**src/rtl/rxq_pkg.sv**
```systemverilog
package rxq_pkg;
    localparam int DATA_W = 8;

    typedef struct packed {
        logic              brk;
        logic              frm;
        logic              par;
        logic [DATA_W-1:0] data;
    } rx_entry_t;

    typedef struct packed {
        logic brk;
        logic frm;
        logic par;
    } rx_flags_t;

    function automatic rx_flags_t flags_of(input rx_entry_t e);
        rx_flags_t f;
        f.brk = e.brk;
        f.frm = e.frm;
        f.par = e.par;
        return f;
    endfunction
endpackage

```
**src/rtl/rxq_store.sv**
```systemverilog
module rxq_store
    import rxq_pkg::*;
#(
    parameter int DEPTH = 3
) (
    input  logic                       clk,
    input  logic                       rst,
    input  logic                       push,
    input  rx_entry_t                  push_entry,
    input  logic                       pop,
    output rx_entry_t                  top,
    output logic [$clog2(DEPTH+1)-1:0] count
);
    localparam int CW = $clog2(DEPTH+1);
    localparam int PW = (DEPTH > 1) ? $clog2(DEPTH) : 1;

    rx_entry_t         mem [DEPTH];
    logic [PW-1:0]     rd_ptr, wr_ptr;

    function automatic logic [PW-1:0] bump(input logic [PW-1:0] p);
        return (p == PW'(DEPTH-1)) ? '0 : p + PW'(1);
    endfunction

    always_ff @(posedge clk) begin
        if (push) mem[wr_ptr] <= push_entry;
    end

    always_ff @(posedge clk) begin
        if (rst) begin
            rd_ptr <= '0;
            wr_ptr <= '0;
            count  <= '0;
        end else begin
            if (push) wr_ptr <= bump(wr_ptr);
            if (pop)  rd_ptr <= bump(rd_ptr);
            count <= count + CW'(push) - CW'(pop);
        end
    end

    assign top = (count != '0) ? mem[rd_ptr] : '0;


    no_overflow_chk: assert property (@(posedge clk) disable iff (rst)
        count <= CW'(DEPTH));


    empty_read_chk: assert property (@(posedge clk) disable iff (rst)
        (count == '0 && !push) |=> (count == '0));
endmodule

```
**src/rtl/rxq_ingress.sv**
```systemverilog
module rxq_ingress
    import rxq_pkg::*;
#(
    parameter int DEPTH = 3
) (
    input  logic                       clk,
    input  logic                       rst,
    input  logic                       wr_en,
    input  rx_entry_t                  wr_entry,
    input  logic                       pop,
    input  logic [$clog2(DEPTH+1)-1:0] count,
    output logic                       push,
    output rx_entry_t                  push_entry,
    output logic                       hold_valid
);
    localparam int CW = $clog2(DEPTH+1);

    rx_entry_t hold;
    logic      room;

    assign room = (count < CW'(DEPTH)) || pop;

    always_comb begin
        if (hold_valid) begin
            push       = room;
            push_entry = hold;
        end else begin
            push       = wr_en && room;
            push_entry = wr_entry;
        end
    end

    always_ff @(posedge clk) begin
        if (rst) begin
            hold_valid <= 1'b0;
            hold       <= '0;
        end else begin
            if (wr_en && (hold_valid || !room)) hold <= wr_entry;
            if (hold_valid && room)             hold_valid <= wr_en;
            else if (!hold_valid && wr_en && !room) hold_valid <= 1'b1;
        end
    end


    hold_only_full_chk: assert property (@(posedge clk) disable iff (rst)
        hold_valid |-> (count == CW'(DEPTH)));
endmodule

```
**src/rtl/rxq_status.sv**
```systemverilog
module rxq_status
    import rxq_pkg::*;
#(
    parameter int DEPTH = 3
) (
    input  logic                       clk,
    input  logic                       rst,
    input  logic [$clog2(DEPTH+1)-1:0] count,
    input  rx_flags_t                  top_flags,
    input  logic                       hold_valid,
    input  logic                       rd_en,
    input  logic                       start_seen,
    input  logic                       wr_en,
    input  logic                       in_brk,
    input  logic                       err_clr,
    input  logic                       cfg_accum,
    input  logic                       cfg_auto_rts,
    input  logic                       cfg_irq_full,
    output rx_flags_t                  status,
    output logic                       q_ready,
    output logic                       q_full,
    output logic                       overrun,
    output logic                       brk_event,
    output logic                       rts_n,
    output logic                       irq
);
    localparam int CW = $clog2(DEPTH+1);

    rx_flags_t acc;
    logic      ovr_set;

    assign q_ready = (count != '0);
    assign q_full  = (count == CW'(DEPTH));
    assign irq     = cfg_irq_full ? q_full : q_ready;
    assign status  = cfg_accum ? (acc | top_flags) : top_flags;
    assign ovr_set = start_seen && q_full && hold_valid && !rd_en;

    always_ff @(posedge clk) begin
        if (rst) begin
            acc       <= '0;
            overrun   <= 1'b0;
            brk_event <= 1'b0;
            rts_n     <= 1'b0;
        end else begin
            acc       <= err_clr ? rx_flags_t'('0) : (acc | top_flags);
            overrun   <= (overrun && !err_clr) || ovr_set;
            brk_event <= (brk_event && !err_clr) || (wr_en && in_brk);
            if (!cfg_auto_rts)            rts_n <= 1'b0;
            else if (start_seen && q_full) rts_n <= 1'b1;
            else if (!q_full)             rts_n <= 1'b0;
        end
    end


    overrun_sticky_chk: assert property (@(posedge clk) disable iff (rst)
        (overrun && !err_clr) |=> overrun);


    brk_sticky_chk: assert property (@(posedge clk) disable iff (rst)
        (brk_event && !err_clr) |=> brk_event);


    rts_rise_chk: assert property (@(posedge clk) disable iff (rst)
        (!rts_n && !(start_seen && cfg_auto_rts)) |=> !rts_n);
endmodule

```
**src/rtl/rx_char_queue.sv**
```systemverilog
module rx_char_queue
    import rxq_pkg::*;
#(
    parameter int DEPTH = 3
) (
    input  logic              clk,
    input  logic              rst,
    input  logic              wr_en,
    input  logic [DATA_W-1:0] in_data,
    input  logic              in_par,
    input  logic              in_frm,
    input  logic              in_brk,
    input  logic              start_seen,
    input  logic              rd_en,
    input  logic              err_clr,
    input  logic              cfg_accum,
    input  logic              cfg_auto_rts,
    input  logic              cfg_irq_full,
    output logic [DATA_W-1:0] top_data,
    output logic              q_ready,
    output logic              q_full,
    output logic              st_par,
    output logic              st_frm,
    output logic              st_brk,
    output logic              overrun,
    output logic              brk_event,
    output logic              rts_n,
    output logic              irq
);
    localparam int CW = $clog2(DEPTH+1);

    rx_entry_t     wr_entry, push_entry, top;
    rx_flags_t     status;
    logic          push, pop, hold_valid;
    logic [CW-1:0] count;

    assign wr_entry = '{brk: in_brk, frm: in_frm, par: in_par, data: in_data};
    assign pop      = rd_en && (count != '0);

    rxq_ingress #(.DEPTH(DEPTH)) u_ingress (
        .clk(clk), .rst(rst), .wr_en(wr_en), .wr_entry(wr_entry), .pop(pop),
        .count(count), .push(push), .push_entry(push_entry), .hold_valid(hold_valid)
    );

    rxq_store #(.DEPTH(DEPTH)) u_store (
        .clk(clk), .rst(rst), .push(push), .push_entry(push_entry), .pop(pop),
        .top(top), .count(count)
    );

    rxq_status #(.DEPTH(DEPTH)) u_status (
        .clk(clk), .rst(rst), .count(count), .top_flags(flags_of(top)),
        .hold_valid(hold_valid), .rd_en(rd_en), .start_seen(start_seen),
        .wr_en(wr_en), .in_brk(in_brk), .err_clr(err_clr),
        .cfg_accum(cfg_accum), .cfg_auto_rts(cfg_auto_rts), .cfg_irq_full(cfg_irq_full),
        .status(status), .q_ready(q_ready), .q_full(q_full), .overrun(overrun),
        .brk_event(brk_event), .rts_n(rts_n), .irq(irq)
    );

    assign top_data = top.data;
    assign st_par   = status.par;
    assign st_frm   = status.frm;
    assign st_brk   = status.brk;
endmodule

```
**config.mk**
```make
export PLATFORM = sky130hd
export DESIGN_NAME = rx_char_queue
export DESIGN_NICKNAME = d
export VERILOG_FILES = /design/src/rtl/rxq_pkg.sv /design/src/rtl/rxq_store.sv /design/src/rtl/rxq_ingress.sv /design/src/rtl/rxq_status.sv /design/src/rtl/rx_char_queue.sv
export SDC_FILE = /design/constraint.sdc
export NUM_CORES = 1
export LEC_CHECK = 0
export BUFFER_PORTS_ARGS = -buffer_cell sky130_fd_sc_hd__buf_4
export CORE_MARGIN = 4
export CORE_UTILIZATION = 38
export DETAILED_ROUTE_END_ITERATION = 10
export GPL_TIMING_DRIVEN = 0
export SYNTH_ARGS = -nofsm -noshare
export SYNTH_HDL_FRONTEND = slang
export SYNTH_SLANG_ARGS = --single-unit
```
**constraint.sdc**
```tcl
create_clock -name clk -period 2.6 [get_ports clk]
set_input_delay 0.52 -clock clk [delete_from_list [all_inputs] [get_ports clk]]
set_output_delay 0.52 -clock clk [all_outputs]
set_load 0.02 [all_outputs]
```
; ---- After elaboration in Yosys (flattened, before gate mapping)
; Memories as Yosys holds them, arrays and structs flattened. A register that Yosys moved wholly into a read port is not among the register bits.
; Cells that the tools add are included.
[word_totals]
mem_bits_rw = 33
out_inout_bits = 17
elab_cells = 65
mem_count = 1
in_bits = 20
regBits = 24
[classes]
bitwise_logic = 2
eq_ne = 4
magnitude_cmp = 1
mux = 15
n_reduce_logical = 24
n_addsub = 4
[memory_table]
columns = memory, words, width, rd, rd_ports_with_merged_regs, write_ports, line
row1 = u_store.mem, 3, 11, 1, 1, 1, rxq_store.sv:17  ; rx_entry_t mem [DEPTH];
[ops]
columns = op, n
row1 = 11-bit 2-to-1 mux, 2
row2 = 1-bit logical AND, 12
row3 = 1-bit 2-to-1 mux, 8
row4 = 2-bit 2-to-1 mux, 4
row5 = 2-bit == test (second input constant), 3
row6 = 2-bit by 1-bit adder with 2-bit output (second input constant), 2
row7 = 1-bit logical NOT, 4
row8 = 1-bit logical OR, 4
row9 = 2-bit nonzero test, 2
row10 = 2-bit OR reduction, 2
row11 = 3-bit 2-to-1 mux, 1
row12 = 3-bit OR, 1
row13 = 2-bit by 1-bit adder with 2-bit output, 1
row14 = 2-bit < comparator (second input constant), 1
row15 = 2-bit != test (second input constant), 1
row16 = 2-bit by 1-bit subtractor with 2-bit output, 1
row17 = 1-bit inverter, 1

; ---- Depth between registers and ports, before layout
; Gate-level depths: netlist (run 1).
[depth]
ltp_word = 7
depth_mapped = 8
depth_no_buf = 8

; ---- Hierarchy
; A second synthesis (run 1) with hierarchy kept.
[unflattened]
cells_unflattened = 197
hier_area_um2 = 2581.2
[modules_own_cells]
columns = module, seq_area_each_um2, cells_each, area_per_inst_um2, instances
row1 = rxq_store, 1151.1, 101, 1655.3, 1
row2 = rxq_ingress, 240.2, 67, 673.1, 1
row3 = rxq_status, 120.1, 28, 245.2, 1
row4 = rx_char_queue, 0.0, 1, 7.5, 1

; ---- Worst setup path before layout (run 1)
; OpenSTA, ideal clock, no wires.
[synth_path]
kind = input to register
startpoint = input port rd_en
endpoint = memory u_store.mem[2][0] (netlist bit) (enable)
setup_time_ns = 0.396
path_stages = 4
t_arrival_ns = 2.023
path_buffers = 1
required_ns = 2.204
path_slack_ns = 0.181
cell_sequence = and3b_1 buf_6 or2_2 nor3b_1
[synth_between]
elab_chain_cells = 6
[synth_lines]
columns = item, line
row1 = from (decl), rx_char_queue.sv:14  ; input logic rd_en,
row2 = 1-bit logical AND (*), rx_char_queue.sv:38  ; assign pop = rd_en && (count != '0);
row3 = 1-bit logical OR (*), rxq_ingress.sv:21  ; assign room = (count < CW'(DEPTH)) || pop;
row4 = 1-bit logical AND, rxq_ingress.sv:28  ; push = wr_en && room;
row5 = 1-bit 2-to-1 mux (*), rxq_ingress.sv:24  ; if (hold_valid) begin
row6 = 1-bit 2-to-1 mux (*), rxq_store.sv:25  ; if (push) mem[wr_ptr] <= push_entry;
row7 = 1-bit 2-to-1 mux (implied by the code) (*), rxq_store.sv:25
row8 = to (decl), rxq_store.sv:17
; Every way passes the cells marked *; elsewhere a longest branch is shown, timed or not.

; ---- Final worst setup path (run 1)
[layout_path]
startpoint = register u_store.count[0]
endpoint = output port st_frm
[layout_between]
elab_chain_cells = 4
[layout_lines]
columns = item, line
row1 = from (decl), rxq_store.sv:12  ; output logic [$clog2(DEPTH+1)-1:0] count
row2 = from (signal assigned), rxq_store.sv:36  ; count <= count + CW'(push) - CW'(pop);
row3 = 2-bit nonzero test (*), rxq_store.sv:40  ; assign top = (count != '0) ? mem[rd_ptr] : '0;
row4 = 11-bit 2-to-1 mux (*), rxq_store.sv:40
row5 = 3-bit OR, rxq_status.sv:35  ; assign status = cfg_accum ? (acc | top_flags) : top_flags;
row6 = 3-bit 2-to-1 mux (*), rxq_status.sv:35
row7 = to (decl), rx_char_queue.sv:23  ; output logic st_frm,
; Marked as above.

==> results.py, run 1 <==
metrics = {
    "power_and_ir_drop": {
        "p_total_mw": 2.67,
        "total_leakage_power_nw": 1.20,
        "power.density_nw_per_um2": 864,
        "irDropWorstVdd_v": 0.000275,
    },
    "clock_network": {
        "htree_levels": 3,
        "numCtsBuffers": 9,
        "clock_tree.buffer_depth": 2,
        "cts.root.buffer_cell": "clkbuf_8",
        "cts_resized": 0,
        "tritoncts": "built",
        "cts_hold_buf": 0,
        "clk_latency_ns": 0.33,
        "cts_sinks": 59,
        "clkTransAtPathRegs_ns": 0.06,
        "post-cts-setup-buffers": 0,
    },
    "timing": {
        "min_period_ns": 2.36,
        "drv_slew": 0,
        "tightest_slew_ns": 0.950,
        "rsz0062_at_grt": "no",
        "clock_skew_ns": 0.00689,
        "fin_crit_sh_pct": 90.9,
        "fmax_ghz": 0.423,
        "max_slew_margin_pct": 36.4,
        "fin_setup_tns_ns": 0,
        "hold_viol_final": 0,
        "finalSetupViolCount": 0,
    },
    "finish": {
        "register_area_um2": 1510,
        "diodes": 0,
        "fin_nets": 278,
        "syn_to_final_growth_pct": 22.1,
        "nFillCells": 601,
        "layout-drive-gt1-share_pct": 29.9,
        "multi_input_area_um2": 943,
        "final_core_util_pct": 48.2,
    },
    "floorplanning": {
        "die_height_um": 89.7,
        "core-area_um2": 6420,
        "initial_core_util_pct": 39.5,
        "die-area_um2": 8040,
        "row_count": 29,
        "die_x_um": 89.7,
        "pin_count": 37,
    },
    "critical_path": {
        "rr_endpoint": "u_store.mem[2][6]",
        "timing.rr.start": "u_store.count[0]",
        "crit_arrival_ns": 1.84,
        "criticalPathCategory": "register to output pin",
        "r2r_setup_slack_ns": 0.41,
        "cp_data_required_time_ns": 2.08,
        "ff2ff_path_depth": 4,
        "start_kind": "register",
        "crit_path_max_fanout": 10,
        "endpoint_kind": "output pin",
    },
    "placement": {
        "place_congestion": 0.726,
        "dp_hpwl_um": 3330,
        "port-buffer-count": 36,
    },
    "routing": {
        "drtPass1Iterations": 4,
        "antenna_left": 0,
        "vias": 1593,
        "avgViaCountPerCell": 4.71,
        "wl_per_cell_um": 14.3,
        "drcViolationCount": 0,
        "drt_iter0_drc": 62,
        "wirelength_um": 4830,
    },
    "synth": {
        "synth_cells": 209,
        "yosysSeqAreaShare_pct": 59.7,
        "yosysTopAreaCellShare_pct": 39.1,
        "async_flop_share_pct": 0,
        "synth.most_common_cell": "edfxtp_1",
        "synth-edff-count": 33,
        "yosysTopAreaCell": "edfxtp_1",
        "ys.flop_type": "edfxtp_1",
        "synth_cell_types": 33,
        "synth_area_leaders": "edfxtp_1, dfxtp_1, mux2_2",
        "syn_area_um2": 2530,
        "syn_avg_cell_area_um2": 12.1,
        "synthTopCellsByCount": "edfxtp_1, dfxtp_1, nand2b_1, mux2_2, nand2_1",
        "syn_nets": 231,
        "ys.warnings.count": 0,
        "ys_ff_latch": 59,
    },
    "status": {
        "status": "completed",
    },
    "min_path": {
        "hold_path_depth": 2,
        "min_path_type": "input port to register",
        "hold_path_end": "u_status.rts_n",
        "min_from": "cfg_auto_rts",
    },
    "global_routing": {
        "grt_max_degree": 12,
        "grt_pass1_vias": 1586,
        "track_usage_pct": 13.5,
        "grt_pass1_wl_um": 7790,
        "gr-total-overflow": 0,
        "antenna_found_initial": 0,
    },
    "flow_run": {
        "maxCapViolCount": 0,
    },
}
## power breakdown
group	total (mW)	switching [mW]	leakage [nW]	internal (mW)
Sequential	1.13	0.0484	0.516	1.08
Clock	0.747	0.326	0.0965	0.421
Combinational	0.799	0.448	0.589	0.351
## metal layers
metal	track usage [%]	vias up	part of all wire (%)
li1	-	822	-
met1	17.6	735	49
met2	20.1	28	45
met3	3.28	8	3.4
met4	8.12	0	2.1
met5	0	-	0
## area by class of cell
cell class	instances	share of cell area [%]
Sequential cell	59	48.9
Multi-Input combinational cell	130	30.5
Timing Repair Buffer	36	8.74
Clock buffer	14	5.58
Tap cell	77	3.11
Buffer	11	1.78
Inverter	9	1.09
Clock inverter	2	0.324
## sequential cells by signal, indices dropped and copies added (netlist names), named ones only
| register | count |
|---|---|
| u_status.rts_n | 1 |
| u_ingress.hold | 11 |
| u_store.rd_ptr | 2 |
| u_store.count | 2 |
| u_status.overrun | 1 |
| u_store.wr_ptr | 2 |
| u_status.brk_event | 1 |
| u_ingress.hold_valid | 1 |
| u_status.acc | 3 |
| u_store.mem | 33 |
## cell usage in the layout, fill, tap and decap left out, types with 2 or more instances in the layout
cell type and n:
a21oi_1 12, buf_2 2, o21a_1 4, clkinv_2 2
clkbuf_8 12, edfxtp_1 33, a211oi_1 3, nor2b_1 4
nand2b_1 23, nand2_1 19, inv_1 9, mux2i_1 15
mux2_2 19, buf_4 37, ha_1 2, nor3b_2 2
and2_1 2, nor2_1 7, o21ai_0 3, clkbuf_1 9
dfxtp_1 26, a21o_1 3
## cells by family after synthesis
kind of cell	share of synthesized area (%)
simple gates	14.2
fa+ha+maj	1.38
flops	59.7
buf+inv	3.51
xor+xnor	0.346
mux	14.4
compound gates	6.57
## stage by stage
| stage | area [µm²] | hold slack [ns] | std cells | setup slack, ns |
|---|---|---|---|---|
| after global routing | 3090 | 0.439 | 338 | 0.0586 |
| final | 3090 | 0.457 | 338 | 0.236 |
| after floorplan | 2530 | 0.441 | 209 | 0.181 |
| after detailed placement | 2910 | 0.456 | 322 | 0.108 |
| after global placement | 2900 | 0.446 | 322 | -0.464 |
| after CTS | 3090 | 0.434 | 338 | 0.172 |
## worst max-delay path by stage
stage / startpoint / to / depth (start not counted)
3_3_place_gp: rd_en / u_store.mem[2][4] / 5
3_5_place_dp: rd_en / u_store.mem[2][4] / 5
2_1_floorplan: rd_en / u_store.mem[2][0] / 4
5_1_grt: u_store.count[0] / st_frm / 5
4_1_cts: u_store.count[0] / st_frm / 5
6_report: u_store.count[0] / st_frm / 5
## critical path, stage by stage, from the launching register on
cell      delay [ns]
dfxtp_1         0.36
nor2_1          0.23
clkbuf_1        0.43
a211oi_1        0.16
a21o_1          0.20
buf_4           0.15
Note: power is estimated with default switching activity, not from simulation.
==> run 2, diff against run 1 <==
--- a/config.mk
+++ b/config.mk
@@ -6,10 +6,13 @@
 export NUM_CORES = 1
 export LEC_CHECK = 0
 export BUFFER_PORTS_ARGS = -buffer_cell sky130_fd_sc_hd__buf_4
+export CELL_PAD_IN_SITES_DETAIL_PLACEMENT = 0
+export CELL_PAD_IN_SITES_GLOBAL_PLACEMENT = 1
 export CORE_MARGIN = 4
 export CORE_UTILIZATION = 38
 export DETAILED_ROUTE_END_ITERATION = 10
 export GPL_TIMING_DRIVEN = 0
+export PLACE_DENSITY_LB_ADDON = 0.1
 export SYNTH_ARGS = -nofsm -noshare
 export SYNTH_HDL_FRONTEND = slang
 export SYNTH_SLANG_ARGS = --single-unit
==> run 2 against run 1 <==
Flip-flop and latch count unchanged. Setup slack got worse by 0.012 ns. Fmax decreased by 0.52%. Critical path type unchanged.
==> results.py, run 2 (synthesis results as in run 1) <==
metrics = {
    "global_routing": {
        "grt_max_degree": 12,
        "grt_pass1_vias": 1567,
        "antenna_found_initial": 0,
        "track_usage_pct": 13.7,
        "grt_pass1_wl_um": 7820,
        "gr-total-overflow": 0,
    },
    "finish": {
        "final_cell_mix": "buf_4, edfxtp_1, dfxtp_1, nand2b_1",
        "diodes": 0,
        "layout-drive-gt1-share_pct": 29.5,
        "fin_cells": 338,
        "fin_nets": 278,
        "final_common_cell": "buf_4",
        "largest_reg_flops": 33,
        "syn_to_final_growth_pct": 23.1,
        "largest-register": "u_store.mem",
        "largestRegisters": "u_store.mem (33), u_ingress.hold (11), u_status.acc (3)",
    },
    "placement": {
        "port-buffer-count": 36,
        "dp.cells": 322,
        "dp_hpwl_um": 3420,
        "place_congestion": 0.661,
    },
    "timing": {
        "whs_ns": 0.452,
        "fmax_ghz": 0.421,
        "rsz0062_at_grt": "no",
        "clock_skew_ns": 0.00737,
        "fin_setup_tns_ns": 0,
        "max_slew_margin_pct": 38.0,
        "fin_crit_sh_pct": 91.4,
        "tightest_slew_ns": 0.925,
        "min_period_ns": 2.38,
        "finalSetupViolCount": 0,
        "hold_viol_final": 0,
        "drv_slew": 0,
    },
    "routing": {
        "vias": 1610,
        "wirelength_um": 4900,
        "antenna_left": 0,
        "avgViaCountPerCell": 4.76,
        "drtPass1Iterations": 4,
        "drt_iter0_drc": 43,
        "drcViolationCount": 0,
        "wl_per_cell_um": 14.5,
    },
    "clock_network": {
        "clock_tree.buffer_depth": 2,
        "cts_sinks": 59,
        "numCtsBuffers": 9,
        "htree_levels": 3,
        "cts_hold_buf": 0,
        "clkTransAtPathRegs_ns": 0.07,
        "post-cts-setup-buffers": 0,
        "cts_resized": 0,
        "clk_latency_ns": 0.33,
        "tritoncts": "built",
        "cts.root.buffer_cell": "clkbuf_8",
    },
    "floorplanning": {
        "row_count": 29,
        "pin_count": 37,
        "die_x_um": 89.7,
        "core-area_um2": 6420,
        "initial_core_util_pct": 39.5,
        "die_height_um": 89.7,
        "die-area_um2": 8040,
    },
    "power_and_ir_drop": {
        "total_leakage_power_nw": 1.21,
        "power.density_nw_per_um2": 897,
        "irDropWorstVdd_v": 0.000332,
        "p_total_mw": 2.80,
    },
    "critical_path": {
        "timing.rr.start": "u_store.count[1]",
        "crit_path_max_fanout": 10,
        "crit_arrival_ns": 1.86,
        "criticalPathCategory": "register to output pin",
        "cp_data_required_time_ns": 2.08,
        "start_kind": "register",
        "cp-startpoint": "u_store.count[1]",
        "endpoint_kind": "output pin",
    },
    "status": {
        "status": "completed",
    },
    "flow_run": {
        "maxCapViolCount": 0,
    },
    "min_path": {
        "min_path_type": "input port to register",
        "min_from": "cfg_auto_rts",
    },
}
## run 2: area by class of cell
cell class | instances | area, µm²
Timing Repair Buffer | 36 | 270
Inverter | 9 | 33.8
Tap cell | 77 | 96.3
Clock inverter | 6 | 80.1
Multi-Input combinational cell | 130 | 943
Fill cell | 589 | 3300
Sequential cell | 59 | 1510
Clock buffer | 10 | 128
Buffer | 11 | 55.1
## run 2: critical path, stage by stage, from the launching register on
cell and delay [ns]:
dfxtp_1 0.36, nor2_1 0.26, clkbuf_1 0.44, a211oi_1 0.13
a21o_1 0.19, buf_4 0.15
## run 2: final timing paths
check	depth (start not counted)	slack, ns	endpoint
worst min register to register	1	0.47	u_status.acc[1]
worst max register to register	4	0.42	u_store.mem[2][8]
worst max-delay path	5	0.22	st_frm
worst min-delay path	2	0.45	u_status.rts_n
## run 2: metrics by stage
stage	instance area, µm²	worst slack (ns)	utilization (%)
2_1_floorplan	2530	0.181	-
3_3_place_gp	2900	-0.446	45.2
3_5_place_dp	2910	0.137	45.3
4_1_cts	3120	0.170	48.5
5_1_grt	3120	0.0230	48.5
6_report	3120	0.223	48.5
## run 2: power breakdown
part,leakage (nW),switching [mW],internal (mW)
logic,0.589,0.450,0.351
registers,0.516,0.0462,1.08
clock network,0.101,0.342,0.531
total,1.21,0.838,1.96
## run 2: metal layers
metal	GRT usage, %	up-vias	part of all wire, %
li1	-	827	-
met2	20.1	31	46
met4	8.12	0	2.4
met1	18.8	742	48
met5	0	-	0
met3	2.83	10	3.8
